$ cat config.mk
export PLATFORM = sky130hd
export DESIGN_NAME = mac_acc_unit
export DESIGN_NICKNAME = d
export VERILOG_FILES = /design/src/rtl/mac_pkg.sv /design/src/rtl/mac_mult.sv /design/src/rtl/mac_round.sv /design/src/rtl/mac_acc_unit.sv
export SDC_FILE = /design/constraint.sdc
export NUM_CORES = 1
export LEC_CHECK = 0
export BUFFER_PORTS_ARGS = -buffer_cell sky130_fd_sc_hd__buf_2
export CORE_UTILIZATION = 55
export CTS_CLUSTER_SIZE = 28
export DETAILED_ROUTE_END_ITERATION = 10
export GPL_TIMING_DRIVEN = 0
export MAX_ROUTING_LAYER = met4
export PLACE_DENSITY_LB_ADDON = 0.08
export SLEW_MARGIN = 40
export SYNTH_ARGS = -nofsm -noshare
export SYNTH_HDL_FRONTEND = slang
export SYNTH_HIERARCHICAL = 1
export SYNTH_SLANG_ARGS = --single-unit
$ cat constraint.sdc
create_clock -name clk -period 14.5 [get_ports clk]
set_input_delay 2.175 -clock clk [delete_from_list [all_inputs] [get_ports clk]]
set_output_delay 2.175 -clock clk [all_outputs]
set_load 0.05 [all_outputs]
$ cat src/rtl/mac_pkg.sv
package mac_pkg;

    typedef enum logic [3:0] {
        OP_NONE   = 4'd0,
        OP_MUL_HI = 4'd1,
        OP_MUL_LO = 4'd2,
        OP_MAC_HI = 4'd3,
        OP_MAC_LO = 4'd4,
        OP_ROUND  = 4'd5,
        OP_WR_HI  = 4'd6,
        OP_WR_LO  = 4'd7,
        OP_RD_HI  = 4'd8,
        OP_RD_MID = 4'd9,
        OP_RD_LO  = 4'd10
    } mac_op_e;

endpackage

$ cat src/rtl/mac_mult.sv
// Signed half-word multiplier with product alignment into the accumulator.
module mac_mult #(
    parameter int OP_W   = 32,
    parameter int HALF_W = 16,
    parameter int ACC_W  = 64,
    parameter int ALIGN  = 16
) (
    input  logic             sel_hi,
    input  logic [OP_W-1:0]  opnd_a,
    input  logic [OP_W-1:0]  opnd_b,
    output logic [ACC_W-1:0] prod
);
    localparam int PROD_W = 2 * HALF_W;
    localparam int EXT_W  = ACC_W - PROD_W;

    logic signed [HALF_W-1:0] half_a;
    logic signed [HALF_W-1:0] half_b;
    logic signed [PROD_W-1:0] raw;
    logic        [ACC_W-1:0]  wide;

    always_comb begin
        half_a = sel_hi ? opnd_a[OP_W-1 -: HALF_W] : opnd_a[HALF_W-1:0];
        half_b = sel_hi ? opnd_b[OP_W-1 -: HALF_W] : opnd_b[HALF_W-1:0];
        raw    = half_a * half_b;
        wide   = {{EXT_W{raw[PROD_W-1]}}, raw};
        prod   = wide << ALIGN;
    end

endmodule

$ cat src/rtl/mac_round.sv
// Shift, add half of the low word, clamp to the saturation range, clear the low word.
module mac_round #(
    parameter int ACC_W = 64,
    parameter int LOW_W = 32,
    parameter int SAT_W = 48
) (
    input  logic [ACC_W-1:0] acc_in,
    input  logic [1:0]       shift_sel,
    output logic [ACC_W-1:0] acc_out
);
    localparam logic [ACC_W-1:0] ONE      = ACC_W'(1);
    localparam logic [ACC_W-1:0] HALF_LSB = ONE << (LOW_W - 1);
    localparam logic [ACC_W-1:0] LOW_MASK = (ONE << LOW_W) - ONE;
    localparam logic [ACC_W-1:0] SAT_MAX  = ((ONE << (SAT_W - 1)) - ONE) & ~LOW_MASK;
    localparam logic [ACC_W-1:0] SAT_MIN  = ~((ONE << (SAT_W - 1)) - ONE);

    logic [ACC_W-1:0] shifted;
    logic [ACC_W-1:0] summed;
    logic [ACC_W-1:0] clamped;

    always_comb begin
        shifted = (shift_sel == 2'd2) ? (acc_in << 2) : (acc_in << 1);
        summed  = shifted + HALF_LSB;
        if ($signed(summed) > $signed(SAT_MAX)) begin
            clamped = SAT_MAX;
        end else if ($signed(summed) < $signed(SAT_MIN)) begin
            clamped = SAT_MIN;
        end else begin
            clamped = summed;
        end
        acc_out = clamped & ~LOW_MASK;
    end

endmodule

$ cat src/rtl/mac_acc_unit.sv
module mac_acc_unit
    import mac_pkg::*;
#(
    parameter int OP_W   = 32,
    parameter int HALF_W = 16,
    parameter int ACC_W  = 64,
    parameter int SAT_W  = 48
) (
    input  logic            clk,
    input  logic            rst_n,
    input  logic            op_valid,
    input  logic [3:0]      op_code,
    input  logic [OP_W-1:0] opnd_a,
    input  logic [OP_W-1:0] opnd_b,
    input  logic [1:0]      rnd_shift,
    output logic [OP_W-1:0] rd_data
);
    localparam int MID_LSB = (ACC_W - OP_W) / 2;
    localparam int ALIGN   = HALF_W;
    localparam logic [ACC_W-1:0] ONE    = ACC_W'(1);
    localparam logic [ACC_W-1:0] LIM_HI = ((ONE << (SAT_W - 1)) - ONE) & ~((ONE << OP_W) - ONE);
    localparam logic [ACC_W-1:0] LIM_LO = ~((ONE << (SAT_W - 1)) - ONE);

    typedef struct packed {
        logic [ACC_W-1:0] acc;
        logic [OP_W-1:0]  rd;
    } mac_state_t;

    mac_state_t       st_d, st_q;
    logic             mul_hi_sel;
    logic [ACC_W-1:0] prod;
    logic [ACC_W-1:0] rounded;

    assign mul_hi_sel = (op_code == OP_MUL_HI) || (op_code == OP_MAC_HI);

    mac_mult #(
        .OP_W  (OP_W),
        .HALF_W(HALF_W),
        .ACC_W (ACC_W),
        .ALIGN (ALIGN)
    ) u_mult (
        .sel_hi(mul_hi_sel),
        .opnd_a(opnd_a),
        .opnd_b(opnd_b),
        .prod  (prod)
    );

    mac_round #(
        .ACC_W(ACC_W),
        .LOW_W(OP_W),
        .SAT_W(SAT_W)
    ) u_round (
        .acc_in   (st_q.acc),
        .shift_sel(rnd_shift),
        .acc_out  (rounded)
    );

    always_comb begin
        st_d = st_q;
        if (op_valid) begin
            case (op_code)
                OP_MUL_HI, OP_MUL_LO: st_d.acc = prod;
                OP_MAC_HI, OP_MAC_LO: st_d.acc = st_q.acc + prod;
                OP_ROUND:             st_d.acc = rounded;
                OP_WR_HI:             st_d.acc[ACC_W-1 -: OP_W] = opnd_a;
                OP_WR_LO:             st_d.acc[OP_W-1:0] = opnd_a;
                OP_RD_HI:             st_d.rd = st_q.acc[ACC_W-1 -: OP_W];
                OP_RD_MID:            st_d.rd = st_q.acc[MID_LSB +: OP_W];
                OP_RD_LO:             st_d.rd = st_q.acc[OP_W-1:0];
                default:              st_d = st_q;
            endcase
        end
    end

    always_ff @(posedge clk) begin
        if (!rst_n) begin
            st_q <= '0;
        end else begin
            st_q <= st_d;
        end
    end

    assign rd_data = st_q.rd;

    logic is_read;
    assign is_read = op_valid && ((op_code == OP_RD_HI) || (op_code == OP_RD_MID) ||
                                  (op_code == OP_RD_LO));

    p_mul_load_r2: assert property (@(posedge clk) disable iff (!rst_n)
        (op_valid && (op_code == OP_MUL_HI || op_code == OP_MUL_LO))
        |=> st_q.acc == $past(prod));

    p_mac_add_r3: assert property (@(posedge clk) disable iff (!rst_n)
        (op_valid && (op_code == OP_MAC_HI || op_code == OP_MAC_LO))
        |=> st_q.acc == $past(st_q.acc) + $past(prod));

    p_round_range_r5: assert property (@(posedge clk) disable iff (!rst_n)
        (op_valid && op_code == OP_ROUND)
        |=> ($signed(st_q.acc) <= $signed(LIM_HI)) && ($signed(st_q.acc) >= $signed(LIM_LO)));

    p_round_low_r6: assert property (@(posedge clk) disable iff (!rst_n)
        (op_valid && op_code == OP_ROUND) |=> st_q.acc[OP_W-1:0] == '0);

    p_wr_hi_keep_r7: assert property (@(posedge clk) disable iff (!rst_n)
        (op_valid && op_code == OP_WR_HI)
        |=> st_q.acc[OP_W-1:0] == $past(st_q.acc[OP_W-1:0]) &&
            st_q.acc[ACC_W-1 -: OP_W] == $past(opnd_a));

    p_rd_keep_acc_r8: assert property (@(posedge clk) disable iff (!rst_n)
        is_read |=> $stable(st_q.acc));

    p_idle_hold_r9: assert property (@(posedge clk) disable iff (!rst_n)
        !op_valid |=> $stable(st_q.acc) && $stable(rd_data));

    p_rd_hold_r9: assert property (@(posedge clk) disable iff (!rst_n)
        !is_read |=> $stable(rd_data));

endmodule

==> impl_summary.md <==
Synth
The netlist area before placement is 21940 um^2. Of the synthesized area, sequential elements account for around 8.8%. After synthesis, the cell types taking the most area are fa_1 (24%), dfxtp_1 (8.8%), ha_1 (8.4%). In this run, synthesis inferred 0 flip-flops with an integrated enable. The count of warnings emitted by yosys is 6. The average size of a mapped cell is 7.939 um^2. In this run the biggest area consumer among cell types represents a little under a quarter of the synthesized area. The most used flip-flop cell after synthesis is dfxtp_1. The total of flip-flops plus latches after synthesis is 96. The synthesized design spends more area on one cell type than any other, namely fa_1. In the synthesized netlist, the number of instances is ~2800. For this run, asynchronously set or reset flops after synthesis account for 0%.

Synthesis instantiated 94 different standard cells from the library.

Finish
The proportion of layout cells with a drive suffix above 1 is 11.64%. In the layout the commonest cells are inv_1 (337), nand2_1 (289), fa_1 (263). The final net count is 3408.

The layout overhead on the synthesized area is 7.914%. The library cell used most frequently in the layout, excluding fill and tap cells, is inv_1. The number of inserted filler cells in the final layout is ~3600.

Floorplanning
From left edge to right edge, the die measures 201.7 um. Pin placement for this block handled about 110 I/O pins. The height of the die is 201.7 um. Once the floorplan was initialized, standard cells occupied between 50% and 60% of the core.

The total die area is 40700 um^2. After floorplanning, the core was divided into 72 placement rows. The standard cell core area is 39010 um^2.

Worst setup path
For this design, the slowest cell found on the critical path is mux2i_2. The setup path with the least slack is of type in -> reg. For the worst flop-to-flop path, the logic depth is 20. The maximum fanout along the worst path is 10.

The cell that appears most often on the critical path is fa_1. The peak per-stage delay on the critical path is 730 ps. The worst setup path is captured at a register. The setup check on the worst reg-to-reg path leaves a slack of 8770 ps. The startpoint of the lowest-slack register-to-register path is st_q[61].

The critical register-to-register path endpoint is st_q[81]. STA classifies the critical path startpoint as a primary input. Data on the critical path is required at its endpoint by 14760 ps. The data arrival time of the worst path is 13820 ps.

CTS
The cts-stage hold buffer count is 0. The clock transition time at the flip-flop clock pins of the worst setup and hold paths is 80 ps. The later pin in the worst-skew pair is clocked with a latency of 380 ps. TritonCTS built the clock tree. In this run the deepest clock path goes through 2 buffers.

The post-cts resize count is 0. The CTS root buffer is clkbuf_16. The clock net in this run drives a total of 96 sinks. TritonCTS created 9 clock buffers.

The number of levels in the clock H-tree is 3. After clock tree synthesis, the setup repair step added 0 buffers.

Timing
The relative slew slack is 36.94%. The top achievable clock speed is 73.75 MHz. The final sum of negative setup slack is 0 ps. Of the available clock period, the critical path in the final layout requires between 90% and 100%. The clock period could shrink to roughly 14000 ps. The final clock skew is 19.95 ps.

The final hold violation count is 0. The count of final max-slew check failures is 0. Setup repair after global routing left no endpoint under its margin.

The final count of negative-setup-slack endpoints is 0. For the pin with the worst max-slew slack, the measured transition is 938.7 ps.

Place
Routability-driven placement finished with a final weighted congestion of 1.026. In this run the tool buffered the top-level ports with ~100 buffer cells. The post-detailed-placement half-perimeter wirelength is 67940 um.

GRT
The initial antenna violation count is 3. The all-layer global routing usage is approximately 42%. The global-route wire length before repair is 127200 um. Entering global routing, the biggest net connects 20 pins.

The number of global-route vias before repair is between 20000 and 25000. After global routing the overflow that remains totals 0. The routing usage on met1 is about half.

The met2 routing resource usage after global routing is 66.31%. The highest-utilization routing layer at the global route stage is met2. The fraction of met3 tracks used by global routing is 7.807%.

Route
The remaining antenna violation count is 0. After detailed routing, the number of remaining DRC violations is 0. The via density per instance is between 6 and 7. The first detailed-routing pass ran for 7 iterations.

For this block, the initial DRC count from the detailed router was approximately 2300. Dividing the detail-routed wire length by the instance count gives 24.00 um. The detailed-route via count is 21610.

Summed over all layers, the routed wires come to 82810 um.

Outcome
The run finished with clean final reports.

Min path
The type of the most critical hold path is reg -> reg. The cell depth of the worst hold path is 2. In this run the most critical hold path is launched from rd_data[10]. The path with the worst hold slack has its endpoint at rd_data[10].

Job
The tool flagged a number of max-cap violations equal to 0.
[cell families after synthesis]
family	share of synthesized area, %
and+or+nand+nor	16.52
AOI/OAI and AO/OA	20.88
buffers and inverters	11.72
adders and majority gates	32.43
xor gates and xnor gates	5.548
DFF	8.758
muxes	4.100
other	0.03422
[worst max-delay path, delay by kind of cell]
| kind | cells | cell delay (ps) |
|---|---|---|
| and+or+nand+nor | 7 | 1900 |
| AOI/OAI and AO/OA | 10 | 2410 |
| buffers and inverters | 8 | 2120 |
| adders and majority gates | 8 | 3940 |
| muxes | 1 | 730 |
| xor gates and xnor gates | 2 | 520 |
[per-layer routing]
layer,part of all wire [%],routed length [um]
met5,0,0
met4,7.1,5849
met3,9.4,7811
met2,45,37140
met1,39,32010
[through the flow]
stage                     utilization [%]  instance area [um^2]  hold slack [ps]  setup WS [ps]  instances
after floorplan                         -                 22120            475.7           2789       2810
after global placement              59.67                 23270            537.8          94.02       3430
after detailed placement            59.90                 23360            533.2          884.1       3431
after CTS                           60.65                 23660            548.7           1240       3447
after global routing                60.70                 23680            563.6          547.2       3450
final                               60.71                 23680            555.8          939.8       3451
[sequential cells by signal, summed over array words and instances, names as in the netlist]
name	flops
rd_data	32
st_q	64
[Yosys cell counts (all sizes together), types with 10 or more instances]
| library cell | instances |
|---|---|
| fa | 263 |
| a21o | 45 |
| clkbuf | 106 |
| a21boi | 10 |
| or2 | 18 |
| a221o | 26 |
| mux2i | 58 |
| a22oi | 33 |
| o21ai | 177 |
| nand3 | 51 |
| inv | 337 |
| and3 | 15 |
| mux2 | 28 |
| a211oi | 17 |
| o21bai | 14 |
| nor4 | 14 |
| nand4 | 34 |
| o31ai | 10 |
| ha | 148 |
| a31oi | 77 |
| buf | 130 |
| dfxtp | 96 |
| o21a | 25 |
| xnor2 | 86 |
| nand2 | 289 |
| nand2b | 36 |
| o22ai | 13 |
| and2 | 13 |
| a222oi | 36 |
| a221oi | 21 |
| nor2 | 222 |
| nor3 | 28 |
| nor2b | 13 |
| xor2 | 53 |
| a21oi | 128 |
[final cells by class]
| cell class | instances | area, um^2 | area share (%) |
|---|---|---|---|
| multi-input cells | 2140 | 17710 | 74.79 |
| flip-flops and latches | 96 | 1922 | 8.116 |
| plain buffers | 236 | 1304 | 5.506 |
| inverters | 338 | 1269 | 5.358 |
| well taps | 518 | 648.1 | 2.737 |
| repair buffers | 103 | 521.8 | 2.203 |
| clock buffers | 9 | 225.2 | 0.9511 |
| clock inverters | 7 | 70.07 | 0.2959 |
| diodes | 4 | 10.01 | 0.04227 |
[worst max path at each step]
stage / from / endpoint / slack (ps) / depth (start not counted)
2_1_floorplan: op_code[2] / st_q[92] / 2790 / 35
3_3_place_gp: op_code[2] / st_q[90] / 90 / 36
3_5_place_dp: op_code[2] / st_q[90] / 880 / 34
4_1_cts: op_code[2] / st_q[90] / 1240 / 34
5_1_grt: op_code[2] / st_q[90] / 550 / 34
6_report: op_code[2] / st_q[92] / 940 / 36
Power is not shown: default switching activity piles up to over one toggle a cycle in this logic, so the estimate is an artifact.
